$ cat config.mk
export PLATFORM = sky130hd
export DESIGN_NAME = eep_i2c_slave
export DESIGN_NICKNAME = d
export VERILOG_FILES = /design/src/rtl/eep_i2c_pkg.sv /design/src/rtl/eep_i2c_bus_cond.sv /design/src/rtl/eep_i2c_addr_ptr.sv /design/src/rtl/eep_i2c_slave.sv
export SDC_FILE = /design/constraint.sdc
export NUM_CORES = 1
export LEC_CHECK = 0
export CELL_PAD_IN_SITES_DETAIL_PLACEMENT = 0
export CELL_PAD_IN_SITES_GLOBAL_PLACEMENT = 2
export CORE_ASPECT_RATIO = 1.2
export CORE_MARGIN = 2
export CORE_UTILIZATION = 33
export DETAILED_ROUTE_END_ITERATION = 12
export PLACE_DENSITY_LB_ADDON = 0.2
export SYNTH_ARGS = -nofsm -noshare
export SYNTH_HDL_FRONTEND = slang
export SYNTH_SLANG_ARGS = --single-unit
$ cat constraint.sdc
create_clock -name clk_i -period 2.1 [get_ports clk_i]
set_clock_uncertainty 0.05 [all_clocks]
set_input_delay 0.315 -clock clk_i [delete_from_list [all_inputs] [get_ports clk_i]]
set_output_delay 0.315 -clock clk_i [all_outputs]
set_load 0.02 [all_outputs]
$ cat src/rtl/eep_i2c_pkg.sv
package eep_i2c_pkg;
  typedef enum logic [2:0] {
    ST_IDLE, ST_CTRL, ST_ADDR_HI, ST_ADDR_LO, ST_WDATA, ST_CFG, ST_RDATA
  } st_e;
  localparam logic [3:0] CTRL_CODE = 4'b1010;
endpackage

$ cat src/rtl/eep_i2c_bus_cond.sv
module eep_i2c_bus_cond #(
  parameter int SYNC_STAGES = 2
) (
  input  logic clk_i,
  input  logic rst_ni,
  input  logic scl_i,
  input  logic sda_i,
  output logic scl_o,
  output logic sda_o,
  output logic scl_rise_o,
  output logic scl_fall_o,
  output logic start_o,
  output logic stop_o
);
  logic [SYNC_STAGES-1:0] scl_sr, sda_sr;
  logic scl_q, sda_q;

  always_ff @(posedge clk_i or negedge rst_ni) begin
    if (!rst_ni) begin
      scl_sr <= '1;
      sda_sr <= '1;
      scl_q  <= 1'b1;
      sda_q  <= 1'b1;
    end else begin
      scl_sr <= {scl_sr[SYNC_STAGES-2:0], scl_i};
      sda_sr <= {sda_sr[SYNC_STAGES-2:0], sda_i};
      scl_q  <= scl_o;
      sda_q  <= sda_o;
    end
  end

  assign scl_o      = scl_sr[SYNC_STAGES-1];
  assign sda_o      = sda_sr[SYNC_STAGES-1];
  assign scl_rise_o = scl_o & ~scl_q;
  assign scl_fall_o = ~scl_o & scl_q;
  // SDA edges while SCL stays high
  assign start_o    = scl_o & scl_q & sda_q & ~sda_o;
  assign stop_o     = scl_o & scl_q & ~sda_q & sda_o;
endmodule

$ cat src/rtl/eep_i2c_addr_ptr.sv
module eep_i2c_addr_ptr #(
  parameter int ADDR_W = 13,
  parameter int PAGE_W = 6
) (
  input  logic              clk_i,
  input  logic              rst_ni,
  input  logic              ld_i,
  input  logic [ADDR_W-1:0] ld_val_i,
  input  logic              inc_rd_i,
  input  logic              inc_wr_i,
  output logic [ADDR_W-1:0] ptr_o
);
  always_ff @(posedge clk_i or negedge rst_ni) begin
    if (!rst_ni) ptr_o <= '0;
    else if (ld_i) ptr_o <= ld_val_i;
    else if (inc_rd_i) ptr_o <= ptr_o + 1'b1;
    else if (inc_wr_i) ptr_o <= {ptr_o[ADDR_W-1:PAGE_W], ptr_o[PAGE_W-1:0] + 1'b1};
  end

  assert_wr_window_R4: assert property (@(posedge clk_i) disable iff (!rst_ni)
    (inc_wr_i && !ld_i) |=> ptr_o[ADDR_W-1:PAGE_W] == $past(ptr_o[ADDR_W-1:PAGE_W]));
endmodule

$ cat src/rtl/eep_i2c_slave.sv
module eep_i2c_slave
  import eep_i2c_pkg::*;
#(
  parameter int ADDR_W      = 13,
  parameter int PAGE_W      = 6,
  parameter int SYNC_STAGES = 2
) (
  input  logic              clk_i,
  input  logic              rst_ni,
  input  logic              scl_i,
  input  logic              sda_i,
  output logic              sda_oe_o,
  input  logic [2:0]        sel_i,
  input  logic              busy_i,
  output logic [ADDR_W-1:0] mem_addr_o,
  output logic              mem_we_o,
  output logic [7:0]        mem_wdata_o,
  output logic              mem_re_o,
  input  logic [7:0]        mem_rdata_i,
  output logic              cfg_we_o,
  output logic              cfg_first_o,
  output logic [7:0]        cfg_data_o
);
  localparam int HI_W = ADDR_W - 8;

  logic scl_s, sda_s, rise, fall, start, stop;
  st_e st;
  logic [3:0] bit_cnt;
  logic ack_ph, slv_ack, rd_p1;
  logic [7:0] rx_sh, tx_sh;
  logic [HI_W-1:0] addr_hi;
  logic [ADDR_W-1:0] ptr;
  logic rx_end, acc, m_ack, rd_issue, wr_issue, ptr_ld, ctrl_hit;

  eep_i2c_bus_cond #(.SYNC_STAGES(SYNC_STAGES)) u_cond (
    .clk_i, .rst_ni, .scl_i, .sda_i,
    .scl_o(scl_s), .sda_o(sda_s), .scl_rise_o(rise), .scl_fall_o(fall),
    .start_o(start), .stop_o(stop)
  );

  eep_i2c_addr_ptr #(.ADDR_W(ADDR_W), .PAGE_W(PAGE_W)) u_ptr (
    .clk_i, .rst_ni, .ld_i(ptr_ld), .ld_val_i({addr_hi, rx_sh}),
    .inc_rd_i(rd_issue), .inc_wr_i(wr_issue), .ptr_o(ptr)
  );

  assign ctrl_hit = (rx_sh[7:4] == CTRL_CODE) && (rx_sh[3:1] == sel_i);
  assign rx_end   = fall && !ack_ph && (bit_cnt == 4'd8) && (st != ST_IDLE) && (st != ST_RDATA);

  always_comb begin
    unique case (st)
      ST_CTRL:                     acc = ctrl_hit;
      ST_ADDR_HI:                  acc = rx_sh[7] || ((rx_sh[6:0] >> HI_W) == 7'd0);
      ST_ADDR_LO, ST_WDATA, ST_CFG: acc = 1'b1;
      default:                     acc = 1'b0;
    endcase
    acc = acc && !busy_i;
  end

  assign m_ack    = rise && ack_ph && (st == ST_RDATA) && !slv_ack && !sda_s;
  assign rd_issue = (rx_end && acc && (st == ST_CTRL) && rx_sh[0]) || m_ack;
  assign wr_issue = rx_end && acc && (st == ST_WDATA);
  assign ptr_ld   = rx_end && acc && (st == ST_ADDR_LO);

  always_ff @(posedge clk_i or negedge rst_ni) begin
    if (!rst_ni) begin
      st <= ST_IDLE; bit_cnt <= '0; ack_ph <= 1'b0; slv_ack <= 1'b0;
      sda_oe_o <= 1'b0; rx_sh <= '0; tx_sh <= '0; addr_hi <= '0; rd_p1 <= 1'b0;
      mem_we_o <= 1'b0; mem_re_o <= 1'b0; mem_addr_o <= '0; mem_wdata_o <= '0;
      cfg_we_o <= 1'b0; cfg_first_o <= 1'b0; cfg_data_o <= '0;
    end else begin
      mem_we_o <= wr_issue;
      mem_re_o <= rd_issue;
      rd_p1    <= mem_re_o;
      cfg_we_o <= 1'b0;
      if (wr_issue || rd_issue) mem_addr_o <= ptr;
      if (wr_issue) mem_wdata_o <= rx_sh;
      if (rd_p1) tx_sh <= mem_rdata_i;

      if (start || stop) begin
        st <= start ? ST_CTRL : ST_IDLE;
        bit_cnt <= '0; ack_ph <= 1'b0; slv_ack <= 1'b0; sda_oe_o <= 1'b0;
      end else if (rise && st != ST_IDLE) begin
        if (!ack_ph) begin
          rx_sh   <= {rx_sh[6:0], sda_s};
          tx_sh   <= {tx_sh[6:0], 1'b0};
          bit_cnt <= bit_cnt + 4'd1;
        end else if (st == ST_RDATA && !slv_ack && sda_s) begin
          st <= ST_IDLE;  // master NACK
        end
      end else if (fall) begin
        if (ack_ph) begin
          ack_ph <= 1'b0; slv_ack <= 1'b0; bit_cnt <= '0;
          sda_oe_o <= (st == ST_RDATA) ? ~tx_sh[7] : 1'b0;
        end else if (rx_end) begin
          if (!acc) st <= ST_IDLE;
          else begin
            ack_ph <= 1'b1; slv_ack <= 1'b1; sda_oe_o <= 1'b1;
            unique case (st)
              ST_CTRL: st <= rx_sh[0] ? ST_RDATA : ST_ADDR_HI;
              ST_ADDR_HI: begin
                if (rx_sh[7]) begin
                  st <= ST_CFG; cfg_we_o <= 1'b1; cfg_first_o <= 1'b1; cfg_data_o <= rx_sh;
                end else begin
                  st <= ST_ADDR_LO; addr_hi <= rx_sh[HI_W-1:0];
                end
              end
              ST_ADDR_LO: st <= ST_WDATA;
              ST_CFG: begin
                cfg_we_o <= 1'b1; cfg_first_o <= 1'b0; cfg_data_o <= rx_sh;
              end
              default: ;
            endcase
          end
        end else if (st == ST_RDATA) begin
          if (bit_cnt == 4'd8) begin
            sda_oe_o <= 1'b0; ack_ph <= 1'b1;
          end else begin
            sda_oe_o <= ~tx_sh[7];
          end
        end
      end
    end
  end

  assert_sda_scl_low_R12: assert property (@(posedge clk_i) disable iff (!rst_ni)
    (sda_oe_o != $past(sda_oe_o)) |-> !scl_s);
  assert_we_pulse_R12: assert property (@(posedge clk_i) disable iff (!rst_ni)
    mem_we_o |=> !mem_we_o);
  assert_re_pulse_R12: assert property (@(posedge clk_i) disable iff (!rst_ni)
    mem_re_o |=> !mem_re_o);
  assert_busy_noack_R2: assert property (@(posedge clk_i) disable iff (!rst_ni)
    $rose(slv_ack) |-> !$past(busy_i));
  assert_cfg_nomem_R9: assert property (@(posedge clk_i) disable iff (!rst_ni)
    cfg_we_o |-> !(mem_we_o || mem_re_o));
endmodule

==> impl_metrics.xml, run 1 <==
<?xml version="1.0" encoding="UTF-8"?>
<metrics>
  <group name="placed_design">
    <metric name="gp_congestion" unit="">0.739</metric>
    <metric name="worst_case_setup_slack_after_placement" unit="ps">-504</metric>
    <metric name="io_buffers" unit="">49</metric>
    <metric name="dp.final_hpwl" unit="um">6810</metric>
    <metric name="placed_area" unit="um^2">5070</metric>
  </group>
  <group name="power_and_ir_drop">
    <metric name="power_density" unit="nW/um^2">844</metric>
    <metric name="design_power_total" unit="W">0.00473</metric>
    <metric name="leakagePower" unit="nW">2.53</metric>
    <metric name="vdd_drop_max" unit="mV">0.385</metric>
  </group>
  <group name="critical_path">
    <metric name="crit_end_category" unit="">register</metric>
    <metric name="path_cells" unit="">nor4bb_4 -&gt; nand4b_1 -&gt; buf_6 -&gt; a2111oi_4 -&gt; buf_4 -&gt; o2111ai_1 -&gt; xor2_1 -&gt; a21oi_1</metric>
    <metric name="timing.critical_path.max_delay_family" unit="">compound AO/OA/AOI/OAI gates</metric>
    <metric name="crit_fanout" unit="">6</metric>
    <metric name="sort_of_element_at_the_start_of_the_critical_path" unit="">register</metric>
    <metric name="required_arrival_time_at_the_worst_endpoint" unit="ps">2300</metric>
    <metric name="cp_data_arrival_time" unit="ps">2340</metric>
    <metric name="worst_path_buffer_plus_inverter_count" unit="">2</metric>
    <metric name="critPathMaxStageDelay" unit="ps">460</metric>
    <metric name="slowest_stage" unit="">dfrtp_2</metric>
    <metric name="setup.worst_path.class" unit="">reg2reg</metric>
  </group>
  <group name="sta">
    <metric name="finalWorstSetupSlack" unit="ps">-32.2</metric>
    <metric name="drv_slew" unit="">0</metric>
    <metric name="slew_headroom" unit="%">64.0</metric>
    <metric name="tightestPinTransition" unit="ps">533</metric>
    <metric name="setup_violations" unit="">20</metric>
    <metric name="hold_viol_final" unit="">0</metric>
    <metric name="unrepaired_setup_endpoints_after_global_routing" unit="">yes</metric>
    <metric name="finalSetupTns" unit="ps">-151</metric>
    <metric name="fmax" unit="MHz">469</metric>
    <metric name="fin_crit_sh" unit="%">102</metric>
    <metric name="post-route-min-period" unit="ps">2130</metric>
  </group>
  <group name="logic_synthesis">
    <metric name="syn_nets" unit="">353</metric>
    <metric name="post_synth.cell_area_avg" unit="um^2">11.8</metric>
    <metric name="syn_area" unit="um^2">3940</metric>
    <metric name="synth-edff-count" unit="">0</metric>
    <metric name="synth_mux_area_share" unit="%">15.4</metric>
    <metric name="synthXorXnorAreaFrac" unit="%">2.44</metric>
    <metric name="ys.warnings.count" unit="">0</metric>
    <metric name="ys_types" unit="">53</metric>
    <metric name="synth_compound_area_share" unit="%">12.1</metric>
    <metric name="synth.ff_latch_count" unit="">84</metric>
    <metric name="ys_dominant_reg_cell" unit="">dfrtp_1</metric>
    <metric name="syn_inst" unit="">334</metric>
    <metric name="async_reset_ff_share" unit="%">100</metric>
    <metric name="simple_gate_share_of_the_synthesized_area" unit="%">13.2</metric>
    <metric name="part_of_the_yosys_area_used_for_sequential_elements" unit="%">53.5</metric>
    <metric name="combinational_family_with_the_most_area_after_synthesis" unit="">multiplexers</metric>
    <metric name="synth_adder_area_share" unit="%">0.952</metric>
  </group>
  <group name="drt">
    <metric name="routedWlPerCell" unit="um">15.5</metric>
    <metric name="drt_first_pass_iters" unit="">4</metric>
    <metric name="route.detailed.vias_per_inst" unit="">4.88</metric>
    <metric name="routed_wirelength" unit="um">9560</metric>
    <metric name="post-route-drc-count" unit="">0</metric>
    <metric name="dr.first_iter.drc_count" unit="">84</metric>
    <metric name="number_of_nets_still_failing_antenna_checks_after_routing" unit="">0</metric>
    <metric name="routed-via-count" unit="">3004</metric>
  </group>
  <group name="global_route">
    <metric name="gr-usage-met1" unit="%">19.8</metric>
    <metric name="grt_busiest_layer" unit="">met2</metric>
    <metric name="grt_first_pass_wirelength" unit="um">15900</metric>
    <metric name="via_count_of_the_first_global_routing_pass" unit="">3158</metric>
    <metric name="groute.usage.overall" unit="%">15.7</metric>
    <metric name="groute.layer.met3.usage" unit="%">4.08</metric>
    <metric name="met2_usage" unit="%">26.7</metric>
    <metric name="maximum_number_of_pins_on_one_net_before_global_route_repair" unit="">39</metric>
    <metric name="antenna_found_initial" unit="">0</metric>
    <metric name="grt_overflow" unit="">0</metric>
  </group>
  <group name="cts">
    <metric name="clock_sink_count" unit="">84</metric>
    <metric name="cts.clk_slew.worst_paths" unit="ps">60</metric>
    <metric name="clock_tree.root_cell" unit="">clkbuf_16</metric>
    <metric name="number_of_levels_the_h_tree_was_split_into" unit="">3</metric>
    <metric name="insertion_delay" unit="ps">330</metric>
    <metric name="cts_tree" unit="">yes</metric>
    <metric name="ctsLongestPathBuffers" unit="">2</metric>
    <metric name="cts-buffers-inserted" unit="">9</metric>
  </group>
  <group name="worst_hold_path">
    <metric name="hp-class" unit="">reg2reg</metric>
  </group>
  <group name="outcome">
    <metric name="outcome" unit="">finished with violations</metric>
    <metric name="violated_checks" unit="">setup timing</metric>
  </group>
  <group name="die">
    <metric name="row_count" unit="">43</metric>
    <metric name="start_util" unit="%">33.9</metric>
    <metric name="chipWidth" unit="um">104</metric>
    <metric name="dieArea" unit="um^2">12800</metric>
    <metric name="core" unit="um^2">11600</metric>
    <metric name="io-pin-count" unit="">50</metric>
    <metric name="die_h" unit="um">124</metric>
  </group>
  <group name="finish">
    <metric name="postLayoutCoreUtil" unit="%">48.2</metric>
    <metric name="post_route_cells_drive_above_1_share" unit="%">35.9</metric>
    <metric name="antenna_cells" unit="">0</metric>
    <metric name="flow.area_growth_from_synthesis" unit="%">42.0</metric>
    <metric name="layout.cell_area.non_filler" unit="um^2">5600</metric>
    <metric name="finalNetCount" unit="">475</metric>
  </group>
  <group name="flow_run">
    <metric name="maxCapViolations" unit="">0</metric>
  </group>
</metrics>
==> placed cells by master (no fill, tap or decap), types with 5 or more instances in the layout <==
cell type	n
o21ai_0	18
xor2_1	11
a21o_1	5
dfrtp_1	76
a21oi_1	9
o211ai_1	5
a21oi_2	5
mux2i_1	10
dfstp_2	6
buf_4	66
nand3_1	5
mux2_2	28
nor2_1	19
clkbuf_16	9
inv_1	8
clkdlybuf4s50_1	48
nand2_1	31
buf_6	5
mux2_4	15
==> power breakdown <==
| group | internal (W) | switching, W | total, W |
|---|---|---|---|
| Combinational | 0.000698 | 0.000677 | 0.00138 |
| Clock | 0.000818 | 0.000591 | 0.00141 |
| Sequential | 0.00180 | 0.000144 | 0.00194 |
==> cells by family after synthesis <==
family                     Yosys count
and+or+nand+nor                     93
DFF                                 84
AOI/OAI and AO/OA                   68
muxes                               53
buffers and inverters               22
xor gates and xnor gates            11
adders and majority gates            3
==> what timing repair did <==
item,CTS,global route
gates cloned,0,1
hold endpoints to repair,27,0
pin swaps,9,12
resized for setup,10,33
setup buffers,2,10
hold buffers,1,0
setup endpoints to repair,51,51
==> layout make-up <==
type | instances | area [um^2]
Fill cell | 1124 | 6020
Sequential cell | 84 | 2110
Multi-Input combinational cell | 229 | 1900
Timing Repair Buffer | 123 | 1100
Clock buffer | 12 | 246
Tap cell | 157 | 196
Inverter | 9 | 36.3
Clock inverter | 2 | 12.5
==> worst paths after layout <==
path	from	end	slack, ps	cells past startpoint
min in group asynchronous	rst_ni	bit_cnt[0]	440	2
setup reg to reg	st[1]	u_ptr.ptr_o[3]	-30	8
hold / removal	u_cond.scl_sr[0]	u_cond.scl_sr[1]	300	0
max in group asynchronous	rst_ni	mem_wdata_o[1]	1000	3
setup / recovery	st[1]	u_ptr.ptr_o[3]	-30	8
hold reg to reg	u_cond.scl_sr[0]	u_cond.scl_sr[1]	300	0
==> cells in the mapped netlist (2+ instances only) <==
| cell | n | area share (%) |
|---|---|---|
| o211ai_1 | 5 | 0.95 |
| inv_1 | 8 | 0.76 |
| and2b_1 | 3 | 0.57 |
| mux2_2 | 37 | 11 |
| o21ai_0 | 20 | 2.5 |
| a32o_1 | 2 | 0.51 |
| nor2b_1 | 4 | 0.63 |
| a21o_1 | 5 | 0.95 |
| nor3_1 | 6 | 0.76 |
| o21a_1 | 2 | 0.38 |
| mux2_4 | 6 | 2.3 |
| a221o_1 | 3 | 0.76 |
| xor2_1 | 11 | 2.4 |
| a21oi_1 | 14 | 1.8 |
| ha_1 | 3 | 0.95 |
| nand4b_1 | 2 | 0.44 |
| a21oi_2 | 2 | 0.44 |
| nand2_1 | 31 | 3.0 |
| dfstp_2 | 6 | 4.0 |
| and3_1 | 3 | 0.48 |
| dfrtp_1 | 78 | 49 |
| nor4bb_1 | 2 | 0.51 |
| nand2b_1 | 4 | 0.63 |
| o311ai_0 | 2 | 0.44 |
| nand3_1 | 5 | 0.63 |
| nor2_1 | 19 | 1.8 |
| mux2i_1 | 10 | 2.5 |
| nor4b_4 | 2 | 1.2 |
| buf_2 | 5 | 0.63 |
| o2111ai_1 | 3 | 0.67 |
| clkbuf_1 | 6 | 0.57 |
| nand4_1 | 4 | 0.63 |
==> per-stage QoR <==
| step | hold slack, ps | std cells |
|---|---|---|
| global route | 309 | 616 |
| CTS | 306 | 605 |
| floorplan | -30.6 | 334 |
| finish | 305 | 616 |
| global placement | 250 | 588 |
| detailed placement | 261 | 588 |
==> worst reg2reg max path, delay by kind of cell (launching register included) <==
family | cells | cell delay, ps
flip-flops | 1 | 460
XOR/XNOR | 1 | 170
AND/OR/NAND/NOR | 2 | 430
AO/OA/AOI/OAI | 3 | 600
buffers and inverters | 2 | 350
==> metal layers <==
layer	up-vias	wire length [um]
li1	1450	-
met1	1494	4530
met2	49	4560
met3	11	313
met4	0	158
met5	-	0
==> flip-flops by register name, summed over array words and instances (netlist names), 2 cells and up <==
register and count:
st 3, rx_sh 8, mem_wdata_o 8, cfg_data_o 8, u_cond.scl_sr 2, addr_hi 5
bit_cnt 4, u_ptr.ptr_o 13, tx_sh 8, u_cond.sda_sr 2, mem_addr_o 13
Power figures use the tool's default switching activity.
==> run 2, diff against run 1 <==
- ABC_CLOCK_PERIOD_IN_PS: unset -> 2100
==> results of run 2 <==
No change in the layout: final DEF, timing and power equal those of run 1.
==> run 3, diff against run 2 <==
- GPL_TIMING_DRIVEN: unset -> 0
==> run 3 against run 2 <==
Effect of this change:
- the flow still finishes with violations (setup timing)
- critical endpoint is now u_ptr.ptr_o[6]
- critical path depth up 1
- sequential power increased by 3%
- first-iteration DRC count increased by 17%
- maximum frequency fell by 4.5%
- final cell count is 4.9% lower
- hold slack improved by 3.2 ps
- wire length rose by 4.5%
- global-route usage is 0.73 points higher
- clock power rose by 4%
==> impl_metrics.xml, run 3 (same netlist as run 1, synthesis figures left out) <==
<?xml version="1.0" encoding="UTF-8"?>
<metrics>
  <group name="outcome">
    <metric name="outcome" unit="">finished with violations</metric>
    <metric name="violated_checks" unit="">setup timing</metric>
  </group>
  <group name="finish">
    <metric name="layout.cell_area.non_filler" unit="um^2">5480</metric>
    <metric name="mostFrequentLayoutCell" unit="">dfrtp_1</metric>
    <metric name="finalNetCount" unit="">443</metric>
    <metric name="most_frequent_cells_in_the_layout" unit="">dfrtp_1, clkdlybuf4s50_1, nand2_1</metric>
    <metric name="flow.area_growth_from_synthesis" unit="%">38.9</metric>
    <metric name="antenna_cells" unit="">0</metric>
    <metric name="largestRegisters" unit="">mem_addr_o x13, u_ptr.ptr_o x13</metric>
    <metric name="post_route_cells_drive_above_1_share" unit="%">33.6</metric>
  </group>
  <group name="drt">
    <metric name="routed-via-count" unit="">2946</metric>
    <metric name="number_of_nets_still_failing_antenna_checks_after_routing" unit="">0</metric>
    <metric name="drt_first_pass_iters" unit="">4</metric>
    <metric name="routedWlPerCell" unit="um">17.0</metric>
    <metric name="post-route-drc-count" unit="">0</metric>
    <metric name="routed_wirelength" unit="um">9980</metric>
    <metric name="dr.first_iter.drc_count" unit="">98</metric>
    <metric name="route.detailed.vias_per_inst" unit="">5.03</metric>
  </group>
  <group name="sta">
    <metric name="fmax" unit="MHz">448</metric>
    <metric name="drv_slew" unit="">0</metric>
    <metric name="tightestPinTransition" unit="ps">552</metric>
    <metric name="setup_violations" unit="">37</metric>
    <metric name="fin_crit_sh" unit="%">106</metric>
    <metric name="unrepaired_setup_endpoints_after_global_routing" unit="">yes</metric>
    <metric name="slew_headroom" unit="%">63.2</metric>
    <metric name="finalWorstSetupSlack" unit="ps">-134</metric>
    <metric name="hold_viol_final" unit="">0</metric>
    <metric name="post-route-min-period" unit="ps">2230</metric>
  </group>
  <group name="critical_path">
    <metric name="cp_data_arrival_time" unit="ps">2410</metric>
    <metric name="critPathMaxStageDelay" unit="ps">420</metric>
    <metric name="slowest_stage" unit="">dfrtp_2</metric>
    <metric name="sort_of_element_at_the_start_of_the_critical_path" unit="">register</metric>
    <metric name="crit_end_category" unit="">register</metric>
    <metric name="path_cells" unit="">xor2_1 -&gt; nor3_2 -&gt; nand4b_1 -&gt; buf_6 -&gt; buf_6 -&gt; a21oi_4 -&gt; a21oi_4 -&gt; a21o_1 -&gt; a221o_1</metric>
    <metric name="ff2ff_path_depth" unit="">9</metric>
    <metric name="setup.worst_path.class" unit="">reg2reg</metric>
    <metric name="required_arrival_time_at_the_worst_endpoint" unit="ps">2280</metric>
    <metric name="crit_fanout" unit="">5</metric>
  </group>
  <group name="global_route">
    <metric name="groute.usage.overall" unit="%">16.4</metric>
    <metric name="grt_overflow" unit="">0</metric>
    <metric name="via_count_of_the_first_global_routing_pass" unit="">3107</metric>
    <metric name="antenna_found_initial" unit="">0</metric>
    <metric name="grt_first_pass_wirelength" unit="um">16400</metric>
    <metric name="maximum_number_of_pins_on_one_net_before_global_route_repair" unit="">54</metric>
  </group>
  <group name="power_and_ir_drop">
    <metric name="power.internal" unit="W">0.00309</metric>
    <metric name="logic_gate_share_of_total_power" unit="%">23.8</metric>
    <metric name="leakagePower" unit="nW">2.38</metric>
    <metric name="pwr-share-clk" unit="%">32.3</metric>
    <metric name="switchingPower" unit="W">0.00146</metric>
    <metric name="sequentialPowerShare" unit="%">43.9</metric>
    <metric name="sw_frac_of_total" unit="%">32.2</metric>
    <metric name="power_density" unit="nW/um^2">831</metric>
    <metric name="vdd_drop_max" unit="mV">0.534</metric>
  </group>
  <group name="cts">
    <metric name="cts.clk_slew.worst_paths" unit="ps">60</metric>
    <metric name="clock_tree.root_cell" unit="">clkbuf_16</metric>
    <metric name="insertion_delay" unit="ps">340</metric>
    <metric name="number_of_levels_the_h_tree_was_split_into" unit="">3</metric>
    <metric name="ctsLongestPathBuffers" unit="">2</metric>
    <metric name="cts_tree" unit="">yes</metric>
    <metric name="cts-buffers-inserted" unit="">9</metric>
    <metric name="clock_sink_count" unit="">84</metric>
  </group>
  <group name="die">
    <metric name="start_util" unit="%">33.9</metric>
    <metric name="dieArea" unit="um^2">12800</metric>
    <metric name="chipWidth" unit="um">104</metric>
    <metric name="io-pin-count" unit="">50</metric>
    <metric name="row_count" unit="">43</metric>
    <metric name="core" unit="um^2">11600</metric>
    <metric name="die_h" unit="um">124</metric>
  </group>
  <group name="flow_run">
    <metric name="maxCapViolations" unit="">0</metric>
  </group>
  <group name="worst_hold_path">
    <metric name="hp-class" unit="">reg2reg</metric>
    <metric name="timing.hold.worst_path_depth" unit="">0</metric>
  </group>
  <group name="placed_design">
    <metric name="gp_congestion" unit="">0.763</metric>
    <metric name="worst_case_setup_slack_after_placement" unit="ps">-921</metric>
    <metric name="placed_area" unit="um^2">4670</metric>
    <metric name="io_buffers" unit="">49</metric>
    <metric name="dp.final_hpwl" unit="um">6470</metric>
  </group>
</metrics>
[run 3: per-layer routing]
metal	GRT usage, %	vias up	routed length, um
li1	-	1386	-
met5	0	-	0
met2	27.4	54	4800
met1	21.0	1494	4620
met4	6.59	0	185
met3	3.61	12	376
[run 3: final timing paths]
check                                  from          endpoint  slack (ps)
max in group asynchronous            rst_ni  u_cond.scl_sr[0]         940
hold / removal             u_cond.sda_sr[0]  u_cond.sda_sr[1]         310
hold reg to reg            u_cond.sda_sr[0]  u_cond.sda_sr[1]         310
min in group asynchronous            rst_ni        bit_cnt[3]         410
setup reg to reg                   rx_sh[1]    u_ptr.ptr_o[6]        -130
setup / recovery                   rx_sh[1]    u_ptr.ptr_o[6]        -130
[run 3: power groups by stage]
| stage | Sequential (W) | Clock (W) | Combinational, W |
|---|---|---|---|
| floorplan | 0.00196 | 0 | 0.000544 |
| global placement | 0.00204 | 0 | 0.000784 |
| detailed placement | 0.00205 | 0 | 0.000807 |
| CTS | 0.00198 | 0.00151 | 0.00103 |
| global route | 0.00202 | 0.00158 | 0.00120 |
| finish | 0.00200 | 0.00147 | 0.00108 |
[run 3: cell type report]
class	instances	area, um^2
Timing Repair Buffer	79	800
Buffer	13	96.3
Clock inverter	4	25.0
Inverter	9	36.3
Clock buffer	12	246
Tap cell	157	196
Fill cell	1096	6140
Sequential cell	84	2120
Multi-Input combinational cell	228	1960
[run 3: per-stage QoR]
stage / utilization (%) / setup TNS [ps] / std cells / hold slack (ps) / power, W
global placement: 39.9 / -241740 / 540 / 295 / 0.00283
detailed placement: 40.2 / -42910 / 541 / 248 / 0.00286
CTS: 45.2 / -3250 / 577 / 309 / 0.00452
floorplan: - / -377 / 334 / -30.6 / 0.00251
global route: 47.1 / -6310 / 586 / 315 / 0.00480
finish: 47.1 / -2560 / 586 / 308 / 0.00455
[run 3: what timing repair did]
item,CTS,global route
endpoints found under the setup margin,73,61
cloned,0,1
pin swaps,13,17
hold endpoints to repair,31,0
resized for setup,50,34
buffers inserted,19,8
hold buffers,1,0
[run 3: worst max-delay path, delay by kind of cell (launching register included)]
family | cells | cell delay (ps)
flops | 1 | 420
compound gates | 4 | 870
buf+inv | 2 | 270
simple gates | 2 | 330
xor+xnor | 1 | 150
